===== src/rtl/fare_pkg.sv =====
// Shared card-word layout for the station gate logic.
// Assumes a fixed header / balance / time stamp / station layout, MSB first.
package fare_pkg;
    localparam int HDR_W  = 4;
    localparam int BAL_W  = 7;
    localparam int STN_W  = 4;
    localparam int CARD_W = HDR_W + BAL_W + 1 + STN_W;

    typedef struct packed {
        logic [HDR_W-1:0] hdr;
        logic [BAL_W-1:0] bal;
        logic             ts;
        logic [STN_W-1:0] stn;
    } card_t;
endpackage


===== src/rtl/card_field_split.sv =====
// Checks the fixed fields of an incoming card at entry: the header must match
// the key value, and the journey fields (time stamp, station) must be clear.
// Purely combinational; assumes the caller samples the result.
module card_field_split #(
    parameter int HDR_W = 4,
    parameter int STN_W = 4,
    parameter logic [HDR_W-1:0] HDR_KEY = 4'b1010
) (
    input  logic [HDR_W-1:0] hdr,
    input  logic             ts,
    input  logic [STN_W-1:0] stn,
    output logic             hdr_ok,
    output logic             fields_clear
);
    // Header comparison and journey-field emptiness.
    always_comb begin
        hdr_ok       = (hdr == HDR_KEY);
        fields_clear = !ts && (stn == '0);
    end
endmodule


===== src/rtl/entry_fare_floor.sv =====
// Decides whether a balance covers the cheapest trip for the time of day.
// The floor is the base fare plus MIN_HOPS station steps. Assumes all values
// are in the card's balance units. A floor that does not fit the balance
// width can never be met.
module entry_fare_floor #(
    parameter int BAL_W     = 7,
    parameter int BASE_OFF  = 4,
    parameter int BASE_PEAK = 6,
    parameter int STEP      = 1,
    parameter int MIN_HOPS  = 1
) (
    input  logic [BAL_W-1:0] bal,
    input  logic             peak,
    output logic             covers
);
    localparam int FLOOR_OFF  = BASE_OFF  + MIN_HOPS * STEP;
    localparam int FLOOR_PEAK = BASE_PEAK + MIN_HOPS * STEP;
    localparam int BAL_MAX    = (1 << BAL_W) - 1;

    logic off_ok;
    logic peak_ok;

    // One comparator per time-of-day floor; an unreachable floor ties low.
    generate
        if (FLOOR_OFF <= BAL_MAX) begin : g_off
            always_comb off_ok = (bal >= BAL_W'(FLOOR_OFF));
        end else begin : g_off_never
            always_comb off_ok = 1'b0;
        end
        if (FLOOR_PEAK <= BAL_MAX) begin : g_peak
            always_comb peak_ok = (bal >= BAL_W'(FLOOR_PEAK));
        end else begin : g_peak_never
            always_comb peak_ok = 1'b0;
        end
    endgenerate

    // Select the floor for the current time of day.
    always_comb covers = peak ? peak_ok : off_ok;
endmodule


===== src/rtl/entry_result_reg.sv =====
// Registers one entry decision per load. Produces a one-cycle done pulse with
// gate and write strobes. The word is zero on rejection and held between
// loads. Assumes synchronous active-low reset.
module entry_result_reg #(
    parameter int CARD_W = 16
) (
    input  logic              clk,
    input  logic              rst_n,
    input  logic              load,
    input  logic              accept,
    input  logic [CARD_W-1:0] word_in,
    output logic              done,
    output logic              gate_open,
    output logic              card_wr,
    output logic [CARD_W-1:0] card_out
);
    // Capture the decision on load; the strobes last a single cycle.
    always_ff @(posedge clk) begin
        if (!rst_n) begin
            done      <= 1'b0;
            gate_open <= 1'b0;
            card_wr   <= 1'b0;
            card_out  <= '0;
        end else begin
            done      <= load;
            gate_open <= load && accept;
            card_wr   <= load && accept;
            if (load) begin
                card_out <= accept ? word_in : '0;
            end
        end
    end


    gate_only_in_done_chk: assert property (@(posedge clk) disable iff (!rst_n)
        (gate_open || card_wr) |-> done);


    reject_clears_chk: assert property (@(posedge clk) disable iff (!rst_n)
        (done && !gate_open) |-> (!card_wr && card_out == '0));
endmodule


===== src/rtl/fare_entry_gate.sv =====
// Entry gate validator. On a start with the entry task selected, it samples
// the card word, station number and peak flag. It checks the header, checks
// that the journey fields are empty and checks the minimum balance. One cycle
// later it reports the gate decision and the stamped card word.
// Assumes inputs are stable in the start cycle only.
module fare_entry_gate
    import fare_pkg::*;
#(
    parameter logic [1:0]       TASK_ENTRY = 2'b00,
    parameter logic [HDR_W-1:0] HDR_KEY    = 4'b1010,
    parameter int               BASE_OFF   = 4,
    parameter int               BASE_PEAK  = 6,
    parameter int               STEP       = 1,
    parameter int               MIN_HOPS   = 1
) (
    input  logic              clk,
    input  logic              rst_n,
    input  logic              start,
    input  logic [1:0]        task_code,
    input  logic [CARD_W-1:0] card_in,
    input  logic [STN_W-1:0]  station_id,
    input  logic              peak,
    output logic              done,
    output logic              gate_open,
    output logic              card_wr,
    output logic [CARD_W-1:0] card_out
);
    card_t card;
    card_t stamped;
    logic  sel;
    logic  hdr_ok;
    logic  fields_clear;
    logic  covers;
    logic  accept;

    // Field view of the card, selection, and the stamped word.
    always_comb begin
        card        = card_t'(card_in);
        sel         = start && (task_code == TASK_ENTRY);
        stamped     = card;
        stamped.ts  = peak;
        stamped.stn = station_id;
        accept      = hdr_ok && fields_clear && covers;
    end

    card_field_split #(
        .HDR_W   (HDR_W),
        .STN_W   (STN_W),
        .HDR_KEY (HDR_KEY)
    ) u_fields (
        .hdr          (card.hdr),
        .ts           (card.ts),
        .stn          (card.stn),
        .hdr_ok       (hdr_ok),
        .fields_clear (fields_clear)
    );

    entry_fare_floor #(
        .BAL_W     (BAL_W),
        .BASE_OFF  (BASE_OFF),
        .BASE_PEAK (BASE_PEAK),
        .STEP      (STEP),
        .MIN_HOPS  (MIN_HOPS)
    ) u_floor (
        .bal    (card.bal),
        .peak   (peak),
        .covers (covers)
    );

    entry_result_reg #(
        .CARD_W (CARD_W)
    ) u_result (
        .clk       (clk),
        .rst_n     (rst_n),
        .load      (sel),
        .accept    (accept),
        .word_in   (stamped),
        .done      (done),
        .gate_open (gate_open),
        .card_wr   (card_wr),
        .card_out  (card_out)
    );


    done_follows_start_chk: assert property (@(posedge clk) disable iff (!rst_n)
        (start && task_code == TASK_ENTRY) |=> done);


    done_needs_start_chk: assert property (@(posedge clk) disable iff (!rst_n)
        done |-> $past(start && task_code == TASK_ENTRY));


    header_match_chk: assert property (@(posedge clk) disable iff (!rst_n)
        gate_open |-> ($past(card_in[15:12]) == 4'b1010));


    fresh_card_chk: assert property (@(posedge clk) disable iff (!rst_n)
        gate_open |-> ($past(card_in[4:0]) == 5'd0));


    min_balance_chk: assert property (@(posedge clk) disable iff (!rst_n)
        gate_open |-> ($past(card_in[11:5]) >= ($past(peak) ? 7'd7 : 7'd5)));


    stamped_word_chk: assert property (@(posedge clk) disable iff (!rst_n)
        gate_open |-> (card_out == {$past(card_in[15:5]), $past(peak), $past(station_id)}));
endmodule


===== config.mk =====
export PLATFORM = sky130hd
export DESIGN_NAME = fare_entry_gate
export DESIGN_NICKNAME = d
export VERILOG_FILES = /design/src/rtl/fare_pkg.sv /design/src/rtl/card_field_split.sv /design/src/rtl/entry_fare_floor.sv /design/src/rtl/entry_result_reg.sv /design/src/rtl/fare_entry_gate.sv
export SDC_FILE = /design/constraint.sdc
export NUM_CORES = 1
export LEC_CHECK = 0
export ABC_CLOCK_PERIOD_IN_PS = 1200
export BUFFER_PORTS_ARGS = -buffer_cell sky130_fd_sc_hd__buf_4
export CAP_MARGIN = 40
export CORE_UTILIZATION = 36
export DETAILED_ROUTE_END_ITERATION = 12
export PLACE_DENSITY = 0.72
export SLEW_MARGIN = 20
export SYNTH_ARGS = -nofsm -noshare
export SYNTH_HDL_FRONTEND = slang
export SYNTH_SLANG_ARGS = --single-unit
export TNS_END_PERCENT = 5

===== constraint.sdc =====
create_clock -name clk -period 1.2 [get_ports clk]
set_input_delay 0 -clock clk [delete_from_list [all_inputs] [get_ports clk]]
set_output_delay 0 -clock clk [all_outputs]
set_load 0.01 [all_outputs]

==> results of run 1 <==
[power by group through the flow]
| stage | sequential (uW) | combinational (uW) | clock, uW |
|---|---|---|---|
| floorplan | 613 | 34.9 | 0 |
| global placement | 612 | 117 | 0 |
| detailed placement | 612 | 119 | 0 |
| CTS | 598 | 150 | 293 |
| global route | 598 | 162 | 325 |
| finish | 598 | 151 | 283 |
[state kept, by name (all words and copies together), names as in the netlist]
| signal | flops |
|---|---|
| u_result.card_out | 16 |
| u_result.done | 1 |
| u_result.gate_open | 1 |
[how the worst min path moves through the flow]
stage	start	end	slack (ns)	cells past startpoint
floorplan	card_in[10]	u_result.card_out[10]$_SDFFE_PN0P_	0.13	1
detailed placement	card_in[11]	u_result.card_out[11]$_SDFFE_PN0P_	0.24	2
global route	card_in[9]	u_result.card_out[9]$_SDFFE_PN0P_	0.01	3
CTS	card_in[9]	u_result.card_out[9]$_SDFFE_PN0P_	0.02	3
global placement	card_in[11]	u_result.card_out[11]$_SDFFE_PN0P_	0.22	2
finish	card_in[10]	u_result.card_out[10]$_SDFFE_PN0P_	0.02	3
[cells in the final DEF (no fill, tap or decap), drive strengths merged, types with 2 or more instances in the layout]
cell	count
a22o	4
buf	49
o31ai	7
nand3	7
dlygate4sd3	12
inv	7
dfxtp	18
nor2	2
and3	2
clkbuf	3
o2bb2ai	2
and4bb	2
nand4	2
[cell type report]
type / instances / share of cell area
multi-input cells: 38 / 0.2436
inverters: 7 / 0.02141
well taps: 25 / 0.02548
flip-flops and latches: 18 / 0.2936
repair buffers: 61 / 0.3976
clock buffers: 3 / 0.01835
[routing by layer]
layer  global-route usage  wire (um)
met1               0.1890        805
met2               0.3250        932
met3              0.05098        108
met4              0.08824         10
met5                    0          0
[kinds of logic after synthesis]
logic type / after synthesis / synth area share
simple gates: 22 / 0.2088
flops: 18 / 0.5097
buf+inv: 11 / 0.06725
compound gates: 16 / 0.2142
[metrics by stage]
step | TNS, ns | hold WS [ns]
6_report | 0 | 0.02109
2_1_floorplan | 0 | 0.1255
3_5_place_dp | -0.8471 | 0.2353
5_1_grt | 0 | 0.01367
4_1_cts | 0 | 0.01503
3_3_place_gp | -0.6136 | 0.2230
==> reports/qor.csv, run 1 <==
metric,value,unit
fin_area,1227,um^2
swShare,0.2136,
hold_class,primary input to register,
yosys_warnings,0,
slew_violations,0,
vias,744,
ys_seq_area_frac,0.5097,
crit_end,u_result.card_out[6]$_SDFFE_PN0P_,
vias_per_cell,4.895,
cts_resized,0,
drc,0,
crit_chain,dlygate4sd3_1 > buf_4 > a311oi_4 > buf_4 > o31ai_1,
start_util,0.3965,
cp_num_cells,5,
relSlewSlack,0.7157,
synth-edff-count,0,
fin_cells,152,
fin_total_pwr,1032,uW
p_leak,0.0005871,uW
drt_iter0_markers,21,
grt_pass1_wl,2684,um
fmax,0.9969,GHz
ys_ff_latch,18,
drt_pre_antenna_iters,4,
setup_viol,0,
track_usage,0.1809,
dp.cells,137,
reg2reg_setup_slack,0.55,ns
crit_top_cell,buf_4,
cts_buffer_depth,2,
cp_top_family,buffers and inverters,
critPathRequiredTime,1.37,ns
cts_made_buffers,3,
path_max_fanout,7,
seqPwrFrac,0.579,
endpoint_kind,register,
arrival,1.17,ns
n_fill_cell,137,
syn_avg_cell_area,10.55,um^2
cpMaxStageDelayCell,dlygate4sd3_1,
wire_per_inst,12.22,um
grt_pass1_vias,676,
fin_util,0.6884,
yosysMostFrequentCell,dfxtp_1,
finClkSkew,0,ns
clkPwrFrac,0.274,
diodes,0,
synth_commonest_cells,"dfxtp_1, inv_1, nand3_1, o31ai_1, a22o_1",
hold_violations,0,
regArea,360.3,um^2
synth_top_cell_by_area,dfxtp_1,
p_per_area,840.9,nW/um^2
synth_flop_cell,dfxtp_1,
drive_gt1_frac,0.4567,
clk_pin_slew,0.09,ns
max_cap_violations,0,
grt_max_degree,12,
rows,15,
die_area,2145,um^2
cp-startpoint,card_in[6],
yosysUniqueCellTypes,25,
io_buffer_count,44,
synth_nets,93,
async_flop_share,0,
status,completed,
regToRegStartpoint,u_result.card_out[8]$_SDFFE_PN0P_,
finalCritPeriodShare,0.8359,
multi_input_area,299.0,um^2
internal_power,811.7,uW
path_buf_inv,3,
hold_buffers,12,
netlist.area_leader.share,0.5097,
grt-ovfl-total,0,
cts_tree,done,
rr_endpoint,u_result.card_out[8]$_SDFFE_PN0P_,
totalWireLength,1857,um
setup_slack,0.1969,ns
combPwrFrac,0.147,
antenna_found_initial,0,
die_h,46.32,um
cts_sinks,18,
start_kind,primary input,
syn-instance-count,67,
clockRootBuffer,clkbuf_4,
dp_hpwl,1326,um
place_ws,-0.09095,ns
place_area,1085,um^2
syn_to_final_growth,73.63,%
die-width,46.32,um
p_sw,220.5,uW
postRouteAntennaNets,0,
synth_area,706.9,um^2
cpPeakStageDelay,0.54,ns
rsz0062_at_grt,no,
path_class,primary input to register,
worst_slew_pin_slew,0.4261,ns
synth_area_leaders,"dfxtp_1, o31ai_1, nand3_1",
fin_nets,155,
ioPinCount,45,
min_period,1.003,ns
gp_congestion,0.7340,
cts_setup_buffers,0,
reg2reg_depth,1,
coreArea,1783,um^2
worstSkewPairLatency,0.28,ns
htreeDepth,1,
ir_worst_vdd,0.0006084,V
Note: power is estimated with default switching activity, not from simulation.
==> run 2: changes to the inputs <==
- ABC_CLOCK_PERIOD_IN_PS: 1200 -> 1050
- CORE_UTILIZATION: 36 -> 40
- PLACE_DENSITY: 0.72 -> 0.76
- clock period: 1.2 -> 1.05 ns (I/O delays scaled with it)
==> run 2 against run 1 <==
- the run now ends with DRC left
- register-to-register slack lost 0.15 ns
- worst setup slack got worse by 0.14 ns
- via count grew 1.9%
- clock power grew 17%
- count of clock-buffer cells in the layout stayed put
- flip-flop and latch count did not move
- combinational power rose by 21%
- critical endpoint is now u_result.card_out[5]$_SDFFE_PN0P_
- highest routed layer unchanged
==> reports/qor.csv, run 2 (synthesis gave the netlist of run 1 again) <==
metric,value,unit
postRouteAntennaNets,0,
endpoint_kind,register,
vias_per_cell,5.156,
slew_violations,0,
reg2reg_setup_slack,0.40,ns
fin_total_pwr,1197,uW
status,"complete, but fails checks",
cts_setup_buffers,0,
antenna_found_initial,0,
violations,DRC,
cts_sinks,18,
vias,758,
p_leak,0.0006039,uW
grt_pass1_wl,3070,um
rr_endpoint,u_result.card_out[8]$_SDFFE_PN0P_,
hold_violations,0,
layout_common_cells,"buf_4, dfxtp_1, dlygate4sd3_1",
setup_slack,0.05288,ns
gp_congestion,0.7457,
cp-startpoint,card_in[6],
critPathRequiredTime,1.23,ns
wire_per_inst,13.15,um
mostFrequentLayoutCell,buf_4,
start_util,0.4484,
setup_viol,0,
grt_max_degree,10,
cts_buffer_depth,2,
clk_pin_slew,0.09,ns
rsz0062_at_grt,no,
min_period,0.9971,ns
path_class,primary input to register,
drc,2,
worstSkewPairLatency,0.29,ns
finalHoldWorstSlack,0.09763,ns
worst_slew_pin_slew,0.3470,ns
largestRegisters,"u_result.card_out: 16 flops, u_result.done: 1 flops, u_result.gate_open: 1 flops",
ir_worst_vdd,0.0007525,V
cts_resized,0,
regToRegStartpoint,u_result.card_out[8]$_SDFFE_PN0P_,
max_cap_violations,0,
fmax,1.003,GHz
die_area,1940,um^2
totalWireLength,1933,um
fin_nets,159,
track_usage,0.2218,
reg2reg_depth,1,
diodes,0,
drt_pre_antenna_iters,8,
p_per_area,955.1,nW/um^2
die-width,44.04,um
place_ws,-0.2420,ns
io_buffer_count,44,
cts_tree,done,
finClkSkew,0,ns
crit_end,u_result.card_out[5]$_SDFFE_PN0P_,
worstHoldPathCells,2,
regMostFlops,u_result.card_out,
grt_pass1_vias,723,
grt-ovfl-total,0,
die_h,44.04,um
clockRootBuffer,clkbuf_4,
cts_made_buffers,3,
coreArea,1577,um^2
start_kind,primary input,
hold_class,primary input to register,
path_max_fanout,7,
largest_register_ffs,16,
arrival,1.18,ns
drt_iter0_markers,8,
n_fill_cell,112,
dp_hpwl,1332,um
htreeDepth,1,
hold_buffers,15,
drive_gt1_frac,0.4504,
relSlewSlack,0.7685,
rows,14,
finalCritPeriodShare,0.9496,
syn_to_final_growth,77.34,%
ioPinCount,45,
## run 2: through the flow
| stage | TNS [ns] | cell area [um^2] | instances | util |
|---|---|---|---|---|
| 4_1_cts | 0 | 1254 | 147 | 0.7952 |
| 6_report | 0 | 1254 | 147 | 0.7952 |
| 3_5_place_dp | -2.961 | 1081 | 129 | 0.6857 |
| 3_3_place_gp | -2.620 | 1081 | 129 | 0.6857 |
| 5_1_grt | 0 | 1254 | 147 | 0.7952 |
| 2_1_floorplan | -1.434 | 706.9 | 67 | - |
## run 2: how the worst min path moves through the flow
stage,slack [ns],start,endpoint
final,0.1,task_code[1],u_result.done$_SDFF_PN0_
after global routing,0.08,task_code[1],u_result.done$_SDFF_PN0_
after CTS,0.08,start,u_result.done$_SDFF_PN0_
after detailed placement,0.23,card_in[11],u_result.card_out[11]$_SDFFE_PN0P_
after global placement,0.23,card_in[11],u_result.card_out[11]$_SDFFE_PN0P_
after floorplan,0.13,card_in[10],u_result.card_out[10]$_SDFFE_PN0P_
## run 2: cell type report
| cell class | instances | area, um^2 | area share |
|---|---|---|---|
| well taps | 16 | 20.02 | 0.01597 |
| inverters | 7 | 26.28 | 0.02096 |
| repair buffers | 65 | 525.5 | 0.4192 |
| flip-flops and latches | 18 | 360.3 | 0.2874 |
| clock buffers | 3 | 22.52 | 0.01796 |
| multi-input cells | 38 | 299.0 | 0.2385 |
## run 2: worst max-delay path, stage by stage
cell and delay, ns:
dlygate4sd3_1 0.54, buf_4 0.16, a311oi_4 0.21, buf_4 0.20, o31ai_1 0.08
## run 2: report_power, final
part           internal [uW]  switching (uW)  total [uW]
Sequential               683           0.307         684
Combinational            119            62.3         182
Clock                    133             199         332
Total                    936             261        1200
## run 2: routing by layer
metal,part of all wire,wire (um),track usage
met5,0,0,0
met4,0.013,26,0.1091
met3,0.056,108,0.03673
met2,0.52,1012,0.4059
met1,0.41,786,0.2455
